[src/rtl/rwf_pkg.sv]
package rwf_pkg;

  // Which part of the flat space an architectural index resolves to
  typedef enum logic [2:0] {
    K_BANK      = 3'd0,
    K_RING_PREV = 3'd1,
    K_RING_CUR  = 3'd2,
    K_RING_NEXT = 3'd3,
    K_SCRATCH   = 3'd4,
    K_BAD       = 3'd5
  } idx_kind_e;

endpackage

[src/rtl/rwf_classify.sv]
module rwf_classify
  import rwf_pkg::*;
#(
  parameter int ARCH_REGS    = 32,
  parameter int SCRATCH_REGS = 9,
  parameter int IDX_W        = 8,
  parameter int OFF_W        = 5
) (
  input  logic [IDX_W-1:0] arch_idx,
  output idx_kind_e        kind,
  output logic [OFF_W-1:0] slot,
  output logic             alias_hit
);

  localparam int SCR_END  = ARCH_REGS + SCRATCH_REGS;
  localparam int PREV_END = SCR_END + ARCH_REGS;
  localparam int NEXT_END = PREV_END + ARCH_REGS;

  // Offset inside an alias range: the first 8 go to the bank, the rest to a ring
  function automatic int alias_slot(input int rel);
    return (rel < 8) ? rel : rel - 8;
  endfunction

  always_comb begin
    int v;
    v         = int'(arch_idx);
    kind      = K_BAD;
    slot      = '0;
    alias_hit = 1'b0;
    if (v < 8) begin
      kind = K_BANK;
      slot = OFF_W'(v);
    end else if (v < ARCH_REGS) begin
      kind = K_RING_CUR;
      slot = OFF_W'(v - 8);
    end else if (v < SCR_END) begin
      kind = K_SCRATCH;
      slot = OFF_W'(v - ARCH_REGS);
    end else if (v < PREV_END) begin
      alias_hit = 1'b1;
      kind      = ((v - SCR_END) < 8) ? K_BANK : K_RING_PREV;
      slot      = OFF_W'(alias_slot(v - SCR_END));
    end else if (v < NEXT_END) begin
      alias_hit = 1'b1;
      kind      = ((v - PREV_END) < 8) ? K_BANK : K_RING_NEXT;
      slot      = OFF_W'(alias_slot(v - PREV_END));
    end
  end

endmodule

[src/rtl/rwf_ring_map.sv]
module rwf_ring_map #(
  parameter int WINDOWS = 8,
  parameter int DELTA   = 0,
  parameter int OFF_W   = 5,
  parameter int CWP_W   = 3,
  parameter int RING_W  = 7
) (
  input  logic [CWP_W-1:0]  win_ptr,
  input  logic [OFF_W-1:0]  slot,
  output logic [RING_W-1:0] ring_idx
);

  localparam int RING = WINDOWS * 16;

  // Position of a window-relative slot in the ring, for window win_ptr+DELTA
  function automatic logic [RING_W-1:0] ring_pos(input logic [OFF_W-1:0] s,
                                                 input logic [CWP_W-1:0] w);
    int eff;
    int v;
    eff = (int'(w) + WINDOWS + DELTA) % WINDOWS;
    v   = int'(s) + RING - eff * 16;
    if (v >= RING) v = v - RING;
    return RING_W'(v);
  endfunction

  assign ring_idx = ring_pos(slot, win_ptr);

endmodule

[src/rtl/rwf_out_stage.sv]
module rwf_out_stage #(
  parameter int W       = 8,
  parameter bit OUT_REG = 1'b1
) (
  input  logic         clk,
  input  logic         rst_n,
  input  logic [W-1:0] d,
  output logic [W-1:0] q
);

  if (OUT_REG) begin : g_reg
    always_ff @(posedge clk or negedge rst_n) begin
      if (!rst_n) q <= '0;
      else        q <= d;
    end
  end else begin : g_wire
    assign q = d;
  end

endmodule

[src/rtl/reg_window_flattener.sv]
module reg_window_flattener
  import rwf_pkg::*;
#(
  parameter int ARCH_REGS    = 32,
  parameter int MAX_LEVEL    = 3,
  parameter int WINDOWS      = 8,
  parameter int SCRATCH_REGS = 9,
  parameter int IDX_W        = 8,
  parameter int FP_W         = 6,
  parameter bit OUT_REG      = 1'b1,
  localparam int CWP_W     = (WINDOWS > 1) ? $clog2(WINDOWS) : 1,
  localparam int GL_W      = (MAX_LEVEL > 0) ? $clog2(MAX_LEVEL + 1) : 1,
  localparam int GLOBALS   = (MAX_LEVEL + 1) * 8,
  localparam int RING      = WINDOWS * 16,
  localparam int FLAT_SIZE = GLOBALS + RING + SCRATCH_REGS,
  localparam int FLAT_W    = $clog2(FLAT_SIZE)
) (
  input  logic              clk,
  input  logic              rst_n,
  input  logic [IDX_W-1:0]  arch_idx,
  input  logic [CWP_W-1:0]  win_ptr,
  input  logic [GL_W-1:0]   glob_lvl,
  input  logic [FP_W-1:0]   fp_idx_in,
  output logic [FLAT_W-1:0] flat_idx,
  output logic              bad_idx,
  output logic [FP_W-1:0]   fp_idx_out
);

  localparam int OFF_W  = $clog2((ARCH_REGS > SCRATCH_REGS) ? ARCH_REGS : SCRATCH_REGS);
  localparam int RING_W = $clog2(RING);
  localparam int OUT_W  = 1 + FLAT_W + FP_W;

  idx_kind_e         kind;
  logic [OFF_W-1:0]  slot;
  logic              alias_hit;
  logic [RING_W-1:0] ring_idx [3];
  logic [FLAT_W-1:0] flat_c;
  logic              bad_c;
  logic [OUT_W-1:0]  stage_d;
  logic [OUT_W-1:0]  stage_q;

  rwf_classify #(
    .ARCH_REGS   (ARCH_REGS),
    .SCRATCH_REGS(SCRATCH_REGS),
    .IDX_W       (IDX_W),
    .OFF_W       (OFF_W)
  ) u_classify (
    .arch_idx (arch_idx),
    .kind     (kind),
    .slot     (slot),
    .alias_hit(alias_hit)
  );

  // One ring mapper per window offset: previous, current, next
  for (genvar g = 0; g < 3; g++) begin : g_ring
    rwf_ring_map #(
      .WINDOWS(WINDOWS),
      .DELTA  (g - 1),
      .OFF_W  (OFF_W),
      .CWP_W  (CWP_W),
      .RING_W (RING_W)
    ) u_map (
      .win_ptr (win_ptr),
      .slot    (slot),
      .ring_idx(ring_idx[g])
    );
  end

  function automatic logic [FLAT_W-1:0] bank_pos(input logic [OFF_W-1:0] s,
                                                 input logic [GL_W-1:0] lvl);
    return FLAT_W'(int'(s[2:0]) + 8 * int'(lvl));
  endfunction

  always_comb begin
    bad_c  = 1'b0;
    flat_c = '0;
    unique case (kind)
      K_BANK:      flat_c = bank_pos(slot, glob_lvl);
      K_RING_PREV: flat_c = FLAT_W'(GLOBALS + int'(ring_idx[0]));
      K_RING_CUR:  flat_c = FLAT_W'(GLOBALS + int'(ring_idx[1]));
      K_RING_NEXT: flat_c = FLAT_W'(GLOBALS + int'(ring_idx[2]));
      K_SCRATCH:   flat_c = FLAT_W'(GLOBALS + RING + int'(slot));
      default:     bad_c  = 1'b1;
    endcase
  end

  assign stage_d = {bad_c, flat_c, fp_idx_in};

  rwf_out_stage #(
    .W      (OUT_W),
    .OUT_REG(OUT_REG)
  ) u_out (
    .clk  (clk),
    .rst_n(rst_n),
    .d    (stage_d),
    .q    (stage_q)
  );

  assign bad_idx    = stage_q[OUT_W-1];
  assign flat_idx   = stage_q[OUT_W-2 -: FLAT_W];
  assign fp_idx_out = stage_q[FP_W-1:0];

endmodule

[config.mk]
export PLATFORM = sky130hd
export DESIGN_NAME = reg_window_flattener
export DESIGN_NICKNAME = d
export VERILOG_FILES = /design/src/rtl/rwf_pkg.sv /design/src/rtl/rwf_classify.sv /design/src/rtl/rwf_ring_map.sv /design/src/rtl/rwf_out_stage.sv /design/src/rtl/reg_window_flattener.sv
export SDC_FILE = /design/constraint.sdc
export NUM_CORES = 1
export LEC_CHECK = 0
export BUFFER_PORTS_ARGS = -buffer_cell sky130_fd_sc_hd__buf_4
export CAP_MARGIN = 40
export CORE_ASPECT_RATIO = 0.5
export CORE_MARGIN = 2
export CORE_UTILIZATION = 50
export CTS_BUF_LIST = sky130_fd_sc_hd__clkbuf_8
export DETAILED_ROUTE_END_ITERATION = 10
export PLACE_DENSITY = 0.83
export SLEW_MARGIN = 20
export SYNTH_ARGS = -nofsm -noshare
export SYNTH_HDL_FRONTEND = slang
export SYNTH_SLANG_ARGS = --single-unit
[constraint.sdc]
create_clock -name clk -period 0.9 [get_ports clk]
set_clock_uncertainty 0.2 [all_clocks]
set_input_delay 0 -clock clk [delete_from_list [all_inputs] [get_ports clk]]
set_output_delay 0 -clock clk [all_outputs]
set_load 0.01 [all_outputs]
==> results of run 1 <==
through the flow:
step	setup WS [ns]	cells	hold slack [ns]
floorplan	-2.42	148	-0.496
global placement	-2.73	264	-0.346
detailed placement	-2.87	264	-0.343
logic make-up after synthesis:
group,count (synthesis),share of synthesized area
flip-flops,15,0.281
multiplexers,3,0.0225
adder cells (fa/ha/maj),11,0.103
AO/OA/AOI/OAI,51,0.307
XOR/XNOR,7,0.0460
AND/OR/NAND/NOR,39,0.158
buffers and inverters,22,0.0826
synthesized netlist by cell type, types with 2 or more instances:
cell type,number,area (µm²)
a211oi_1,3,22.5
a21oi_1,13,65.1
and2_1,3,18.8
o22ai_1,3,18.8
buf_2,3,15.0
xnor2_1,4,35.0
nand2_1,7,26.3
mux2i_1,3,30.0
o21ai_0,7,35.0
clkbuf_1,2,7.51
a31oi_1,2,12.5
a41o_1,2,20.0
nor3_1,5,25.0
dfrtp_1,15,375
ha_1,11,138
nor4_1,2,12.5
inv_1,13,48.8
nor2_1,11,41.3
xor2_1,3,26.3
clkbuf_8,2,27.5
nand2b_1,3,18.8
nand3_1,2,10.0
==> flow_summary.yaml, run 1 <==
yosys:
  ys_seq_elements: 15
  yosys_most_used_dff: "dfrtp_1"
  avgSynthCellArea_um2: 9.01
  syn_area_um2: 1330
  syn_nets: 180
  synth_edf_count: 0
  synth_cell_types: 51
  synthesis.instances: 148
  synth_warnings: 0
  yosysSeqAreaShare: 0.281
  synthArstFlopShare: 1.00
clock_tree:
  htree_levels: 1
  cts_root_buffer: "clkbuf_8"
  cts-resized-gates: 63
  hold_buffers: 7
  numCtsBuffers: 3
  clockBufferDepth: 2
  cts_sinks: 15
  cts_setup_buffers: 16
floorplan:
  start_util: 0.519
  ios: 36
  die_height_um: 40.5
  rows: 13
  fp.dieW_um: 77.0
placement:
  dpl.hpwl_mm: 3.64
  port_buffers: 35
  dpl_cell_area_um2: 2120
  gp_congestion: 0.931
status:
  stop_error: "[ERROR DPL-0038] Utilization greater than 100%, impossible to legalize"
  status: "did not finish"
  stop_stage: "clock tree synthesis (4_1_cts)"
==> run 2: changes to the inputs <==
- CORE_ASPECT_RATIO: 0.5 -> default
- CORE_UTILIZATION: 50 -> 35
- CTS_BUF_LIST: sky130_fd_sc_hd__clkbuf_8 -> default
- PLACE_DENSITY: 0.83 -> default
- PLACE_DENSITY_LB_ADDON: default -> 0.15
==> flow_summary.yaml, run 2 <==
grt:
  gr-total-overflow: 0
  grt_max_degree: 16
  grt_pass1_vias: 1666
  track_usage: 0.243
  grt_pass1_wl_mm: 7.99
  antenna_found_initial: 0
final_layout:
  utilization: 0.774
  nets: 300
  final_common_cell: "buf_4"
  final_cell_mix: "buf_4 (70), buf_6 (41), dfrtp_1 (15), a21oi_1 (10)"
  largest_reg_flops: 15
  fin_area_um2: 2830
  multi_input_area_um2: 1120
  top_regs: "u_out.q: 15 flops"
  area.growth.synth_to_final_pct: 112
  drive_gt1_frac: 0.633
  seq_area_um2: 375
  antenna_cells: 0
  final_cells: 315
  top_register: "u_out.q"
  nFillCells: 235
route:
  dr.pass1.iters: 4
  drt-initial-drc-count: 83
  wl_per_cell_um: 15.9
  drcViolationCount: 0
  via_count: 1629
  viasPerCell: 5.17
  ant_nets: 0
  drt_wl_total_mm: 5.01
placement:
  dpl_cell_area_um2: 2190
  dpl.hpwl_mm: 3.34
  port_buffers: 35
  gp_congestion: 0.876
  dp_cells: 279
critical_path:
  cp-start-kind: "primary input"
  end_kind: "flip-flop"
  worst_ep_required_time_ns: 0.87
  arrival_ns: 3.25
  criticalPathCategory: "primary input to flip-flop"
  crit_path_max_fanout: 5
yosys:
  synth-xor-area-share: 0.0460
  synth_mux_area_frac: 0.0225
  synth_cell_types: 51
  yosys.cell_count.top_type: "dfrtp_1"
  ys_seq_elements: 15
  synth_top_family_by_area: "compound AO/OA/AOI/OAI gates"
  yosysSeqAreaShare: 0.281
  avgSynthCellArea_um2: 9.01
  synthesis.instances: 148
  synth-compound-area-share: 0.307
  synth_fa_ha_area_frac: 0.103
  synth_commonest_cells: "dfrtp_1 (15), a21oi_1 (13), inv_1 (13)"
  synth_top_area_frac: 0.281
  synth_edf_count: 0
  synthSimpleGateAreaFrac: 0.158
  synth_warnings: 0
  synthArstFlopShare: 1.00
  yosysTopAreaCell: "dfrtp_1"
  syn_nets: 180
  syn_area_um2: 1330
  yosys_most_used_dff: "dfrtp_1"
  synth_area_leaders: "dfrtp_1 (28%), ha_1 (10%), a21oi_1 (4.9%), inv_1 (3.7%), nor2_1 (3.1%)"
clock_tree:
  htree_levels: 1
  cts_root_buffer: "clkbuf_8"
  clockBufferDepth: 2
  hold_buffers: 7
  cts_tree: "built"
  numCtsBuffers: 3
  clk_pin_slew_worst_paths_ns: 0.06
  cts_sinks: 15
sta:
  fin_hold_ws_ns: -0.100
  max_freq_mhz: 306
  relSlewSlack: 0.673
  final-hold-violation-count: 19
  setup_ws_ns: -2.37
  finalCritPeriodShare: 3.64
  slew_viol_final: 0
  rsz0062_at_grt: "yes"
  tightest_slew_ns: 0.490
  setup_viol: 24
  fin_crit_ns: 3.27
status:
  violations: "hold timing, setup timing"
  status: "complete, but fails checks"
pwr:
  p_leak_nw: 1.32
  powerDensity_nw_per_um2: 990
  report.power.total_mw: 2.81
  peakVddDrop_mv: 0.478
hold_path:
  hp-class: "primary input to flip-flop"
floorplan:
  core-area_um2: 3660
  ios: 36
  dieArea_um2: 4320
  die_height_um: 65.7
  start_util: 0.364
  fp.dieW_um: 65.7
  rows: 22
job:
  drv_cap: 0
run 2: cell counts after synthesis:
Identical to the previous run, type by type.
run 2: metal layers:
metal | GRT usage | vias to the layer above | routed length (µm)
li1 | - | 780 | -
met1 | 0.298 | 799 | 2120
met2 | 0.448 | 42 | 2670
met3 | 0.0291 | 8 | 148
met4 | 0.0521 | 0 | 70
met5 | 0 | - | 0
run 2: final cells by class:
type,instances,share of cell area
Multi-Input combinational cell,111,0.394
Clock inverter,1,0.00177
Tap cell,48,0.0212
Clock buffer,3,0.0146
Timing Repair Buffer,123,0.405
Sequential cell,15,0.132
Inverter,14,0.0309
run 2: cell families (layout without fill, tap and decap cells):
kind of cell | Yosys count | count (layout)
flip-flops | 15 | 15
AO/OA/AOI/OAI | 51 | 51
XOR/XNOR | 7 | 7
buffers and inverters | 22 | 141
AND/OR/NAND/NOR | 39 | 39
multiplexers | 3 | 3
adder cells (fa/ha/maj) | 11 | 11
run 2: worst paths after layout:
kind | cells past startpoint | to | from
max in group asynchronous | 2 | u_out.q[14] | rst_n
min in group asynchronous | 2 | u_out.q[1] | rst_n
setup / recovery | 23 | u_out.q[12] | arch_idx[1]
hold / removal | 3 | u_out.q[10] | glob_lvl[1]
run 2: through the flow:
step | setup slack (ns) | setup TNS, ns
3_5_place_dp | -2.75 | -14.08
5_1_grt | -2.54 | -15.94
6_report | -2.37 | -14.85
2_1_floorplan | -2.42 | -10.58
4_1_cts | -2.45 | -14.30
3_3_place_gp | -2.69 | -13.90
run 2: what timing repair did:
| action | in CTS | in global routing |
|---|---|---|
| setup buffers | 17 | 10 |
| setup endpoints to repair | 24 | 24 |
| endpoints found under the hold margin | 25 | 18 |
| resized for setup | 58 | 22 |
| pin swaps | 21 | 22 |
run 2: where the power goes:
part / leakage, nW / internal, mW / switching, mW
Sequential: 0.186 / 0.731 / 0.0273
Combinational: 1.11 / 0.853 / 0.666
Clock: 0.0255 / 0.306 / 0.222
Total: 1.32 / 1.89 / 0.916
run 2: critical path: stages:
cell and delay, ns:
buf_12 0.11, inv_12 0.04, ha_4 0.13, nand2b_4 0.05, and2_4 0.16, xnor2_4 0.15
ha_4 0.20, a211oi_4 0.26, o211ai_1 0.19, a2111oi_4 0.38, nor3b_2 0.10, ha_2 0.18
inv_2 0.06, ha_4 0.13, nor2_4 0.04, buf_6 0.11, o41ai_4 0.04, o31ai_2 0.11
o31ai_2 0.21, xnor2_1 0.10, ha_1 0.29, nand2_2 0.05, a21oi_2 0.13
Power figures use the tool's default switching activity.
==> run 3: changes to the inputs <==
- clock period: 0.9 -> 3.6 ns (I/O delays scaled with it)
==> flow_summary.yaml, run 3 (synthesized netlist as in run 2, its figures left out) <==
placement:
  dp_cells: 250
  gp_congestion: 0.912
  port_buffers: 35
  dpl.hpwl_mm: 2.89
final_layout:
  drive_gt1_frac: 0.502
  antenna_cells: 0
  final_cells: 273
  nFillCells: 329
  area.growth.synth_to_final_pct: 66.0
  final_common_cell: "buf_4"
  largest_reg_flops: 15
  nets: 258
  final_cell_mix: "buf_4 (66), dfrtp_1 (15), dlygate4sd3_1 (12), a21oi_1 (11)"
  utilization: 0.605
  top_register: "u_out.q"
  top_regs: "u_out.q: 15 flops"
hold_path:
  hp-class: "primary input to flip-flop"
critical_path:
  arrival_ns: 3.30
  crit_end: "u_out.q[12]"
  criticalPathCategory: "primary input to flip-flop"
  crit_path_start: "arch_idx[2]"
  critical_path.cell_chain: "buf_4 > buf_4 > o31ai_4 > nand2_2 > a21oi_1 > nor3_1 > o41ai_1 > nor3b_2 > buf_4 > ha_4 > inv_4 > ha_4 > xnor2_2 > a2111o_1 > o31ai_2 > xnor2_1 > ha_1 > nand2_1 > a21oi_1"
  path_buf_inv: 4
  crit_slowest_cell: "o31ai_4"
  cp_slowest_stage_delay_ns: 0.52
  cpLargestDelayFamily: "compound AO/OA/AOI/OAI gates"
  end_kind: "flip-flop"
  cp-start-kind: "primary input"
  crit_path_max_fanout: 9
  worst_ep_required_time_ns: 3.51
  crit_cells: 19
  cp_common_cell: "buf_4"
route:
  drt-initial-drc-count: 55
  drcViolationCount: 0
  via_count: 1432
  wl_per_cell_um: 14.4
  ant_nets: 0
  drt_wl_total_mm: 3.93
  viasPerCell: 5.25
  dr.pass1.iters: 4
clock_tree:
  htree_levels: 1
  clockBufferDepth: 2
  numCtsBuffers: 3
  clk_pin_slew_worst_paths_ns: 0.06
  cts_root_buffer: "clkbuf_8"
  cts_tree: "built"
  cts_sinks: 15
floorplan:
  dieArea_um2: 4320
  ios: 36
  die_height_um: 65.7
  core-area_um2: 3660
  start_util: 0.364
  fp.dieW_um: 65.7
  rows: 22
sta:
  relSlewSlack: 0.508
  tightest_slew_ns: 0.731
  fin_hold_ws_ns: -0.00674
  fin_crit_ns: 3.39
  slew_viol_final: 0
  finalCritPeriodShare: 0.942
  max_freq_mhz: 295
  setup_viol: 0
  final-hold-violation-count: 1
job:
  drv_cap: 0
grt:
  antenna_found_initial: 0
  grt_pass1_wl_mm: 6.29
  gr-total-overflow: 0
  track_usage: 0.185
  grt_pass1_vias: 1339
  grt_max_degree: 19
status:
  status: "complete, but fails checks"
  violations: "hold timing"
pwr:
  sequentialPowerShare: 0.309
  p_comb_frac: 0.477
  p_clk_frac: 0.214
  powerDensity_nw_per_um2: 272
  swShare: 0.319
  p_int_mw: 0.410
  peakVddDrop_mv: 0.129
  p_leak_nw: 1.01
  p_sw_mw: 0.192
-- run 3: how the worst min path moves through the flow --
stage                            from         end  slack, ns  depth (start not counted)
after floorplan                 rst_n  u_out.q[0]      -0.50                          0
after global placement          rst_n  u_out.q[8]      -0.34                          1
after detailed placement        rst_n  u_out.q[6]      -0.34                          1
after CTS                 arch_idx[1]  u_out.q[7]      0.003                          3
after global routing      arch_idx[1]  u_out.q[7]      0.008                          3
final                     arch_idx[1]  u_out.q[7]     -0.007                          3
-- run 3: per-stage QoR --
step / setup TNS (ns) / setup slack (ns) / total power, mW / hold WS [ns] / area, µm²
floorplan: 0 / 0.0191 / 0.313 / -0.496 / 1330
CTS: 0 / 0.0159 / 0.563 / 0.00334 / 2010
finish: 0 / 0.207 / 0.602 / -0.00674 / 2210
detailed placement: -0.919 / -0.491 / 0.413 / -0.344 / 1800
global placement: -0.810 / -0.426 / 0.408 / -0.344 / 1800
global route: -0.00584 / -0.00584 / 0.645 / 0.00756 / 2210
-- run 3: what timing repair did --
item / 4_1_cts / 5_1_grt
pin swaps: 5 / 22
gates resized for setup: 11 / 34
endpoints found under the hold margin: 25 / 0
setup endpoints to repair: 2 / 2
hold buffers: 12 / 0
buffers inserted: 1 / 6
-- run 3: routing by layer --
metal / GRT usage / vias to the layer above / share of wire
met3: 0.0291 / 4 / 0.050
met4: 0.0391 / 0 / 0.0059
met1: 0.259 / 691 / 0.45
met2: 0.298 / 44 / 0.49
met5: 0 / - / 0
li1: - / 693 / -
-- run 3: cell type report --
class                   count  area [µm²]  area share
multi-input cells         111        1020       0.461
repair buffers             81         653       0.295
flip-flops and latches     15         375       0.169
inverters                  14        60.1      0.0271
well taps                  48        60.1      0.0271
clock buffers               4        45.0      0.0203
-- run 3: power by group through the flow --
stage	Clock (mW)	Combinational, mW	Sequential [mW]
floorplan	0	0.116	0.197
global placement	0	0.219	0.189
detailed placement	0	0.224	0.189
CTS	0.132	0.245	0.186
global route	0.145	0.312	0.187
finish	0.129	0.287	0.186
==> run 4: changes to the inputs <==
- BUFFER_PORTS_ARGS: -buffer_cell sky130_fd_sc_hd__buf_4 -> default
- DONT_BUFFER_PORTS: default -> 1
==> flow_summary.yaml, run 4 (synthesized netlist as in run 2, its figures left out) <==
status:
  status: "completed"
final_layout:
  drive_gt1_frac: 0.328
  antenna_cells: 0
  final_cells: 234
  area.growth.synth_to_final_pct: 37.7
  final_cell_mix: "buf_4 (22), dlygate4sd3_1 (19), dfrtp_1 (15), nor2_1 (10)"
  nFillCells: 334
  top_regs: "u_out.q: 15 flops"
  nets: 219
  top_register: "u_out.q"
  largest_reg_flops: 15
  final_common_cell: "buf_4"
placement:
  dpl.hpwl_mm: 2.70
  dp_cells: 207
  gp_congestion: 0.909
  dp_slack_ns: -0.312
  port_buffers: 0
route:
  ant_nets: 0
  drcViolationCount: 0
  viasPerCell: 5.51
  drt_wl_total_mm: 3.89
  via_count: 1290
  drt-initial-drc-count: 63
  dr.pass1.iters: 4
  wl_per_cell_um: 16.6
sta:
  tightest_slew_ns: 0.624
  finalCritPeriodShare: 0.965
  setup_ws_ns: 0.125
  slew_viol_final: 0
  setup_viol: 0
  max_freq_mhz: 288
  final-hold-violation-count: 0
  fin_crit_ns: 3.47
  relSlewSlack: 0.583
critical_path:
  worst_ep_required_time_ns: 3.51
  arrival_ns: 3.39
  criticalPathCategory: "primary input to flip-flop"
  cp-start-kind: "primary input"
  end_kind: "flip-flop"
  crit_path_max_fanout: 4
floorplan:
  core-area_um2: 3660
  rows: 22
  ios: 36
  start_util: 0.364
  fp.dieW_um: 65.7
  dieArea_um2: 4320
  die_height_um: 65.7
clock_tree:
  numCtsBuffers: 3
  htree_levels: 1
  cts_root_buffer: "clkbuf_8"
  cts_tree: "built"
  clk_pin_slew_worst_paths_ns: 0.06
  clockBufferDepth: 2
  cts_sinks: 15
grt:
  antenna_found_initial: 0
  gr-total-overflow: 0
  track_usage: 0.174
  grt_pass1_wl_mm: 5.84
  grt_max_degree: 16
  grt_pass1_vias: 1240
pwr:
  peakVddDrop_mv: 0.109
  p_leak_nw: 0.812
  powerDensity_nw_per_um2: 288
hold_path:
  whs_path_depth: 3
  hp-class: "primary input to flip-flop"
  whs_endpoint: "u_out.q[9]"
  min-delay-start: "arch_idx[3]"
job:
  drv_cap: 0
-- run 4: cell count changes in the layout (fill, tap and decap cells not counted), moves of 2 or more --
cell	before	now
nor3_2	2	0
ha_1	4	6
a21oi_2	2	4
inv_2	1	4
nor3_1	3	5
buf_4	66	22
ha_4	4	1
dlygate4sd3_1	12	19
a21oi_1	11	9
inv_4	3	0
-- run 4: metrics by stage --
stage	cell area [µm²]	hold WS, ns	power [mW]	util	setup TNS (ns)
global placement	1480	-0.495	0.352	0.404	-0.328
floorplan	1330	-0.496	0.313	-	0
finish	1840	0.0109	0.528	0.502	0
global route	1840	0.0149	0.559	0.502	-0.0366
detailed placement	1480	-0.495	0.352	0.404	-0.572
CTS	1720	0.000821	0.507	0.470	0
-- run 4: timing repair --
| item | 4_1_cts | 5_1_grt |
|---|---|---|
| resized for setup | 2 | 25 |
| hold buffers | 19 | 0 |
| endpoints found under the hold margin | 30 | 0 |
| setup endpoints to repair | 2 | 2 |
| pin swaps | 0 | 16 |
| cloned | 0 | 0 |
| buffers inserted | 0 | 4 |
-- run 4: power by group --
group | leakage [nW] | internal (mW) | switching (mW)
combinational | 0.603 | 0.104 | 0.0998
clock | 0.0228 | 0.0780 | 0.0505
sequential | 0.186 | 0.183 | 0.0131
total | 0.812 | 0.365 | 0.163
-- run 4: worst max path at each step --
stage	endpoint	cells past startpoint	from
2_1_floorplan	u_out.q[12]	22	arch_idx[0]
3_3_place_gp	u_out.q[12]	22	arch_idx[0]
3_5_place_dp	u_out.q[12]	22	arch_idx[0]
4_1_cts	u_out.q[12]	22	arch_idx[0]
5_1_grt	u_out.q[12]	23	arch_idx[0]
6_report	u_out.q[12]	23	arch_idx[0]
-- run 4: layer usage --
metal,global-route usage,vias up,wire length (µm)
met3,0.0342,2,325
met5,0,-,0
met1,0.225,615,1650
met4,0.0313,0,2
li1,-,612,-
met2,0.299,61,1910
-- run 4: critical path, stage by stage --
cell	delay, ns
inv_2	0.05
ha_4	0.14
nand2b_4	0.05
and2_4	0.16
xnor2_2	0.14
ha_2	0.23
inv_2	0.08
nor3_1	0.05
o21ai_1	0.19
a21oi_2	0.09
o41ai_2	0.39
nor3b_2	0.27
buf_4	0.14
ha_1	0.15
inv_2	0.05
ha_1	0.19
xnor2_1	0.13
a2111o_1	0.31
o31ai_2	0.07
xnor2_1	0.15
ha_1	0.24
nand2_1	0.08
a21oi_2	0.04
-- run 4: layout make-up --
cell class                      count  area, µm²  share of cell area
Tap cell                           48       60.1              0.0327
Clock buffer                        4       45.0              0.0245
Sequential cell                    15        375               0.204
Multi-Input combinational cell    111        937               0.510
Inverter                           14       52.6              0.0286
Timing Repair Buffer               42        367               0.200
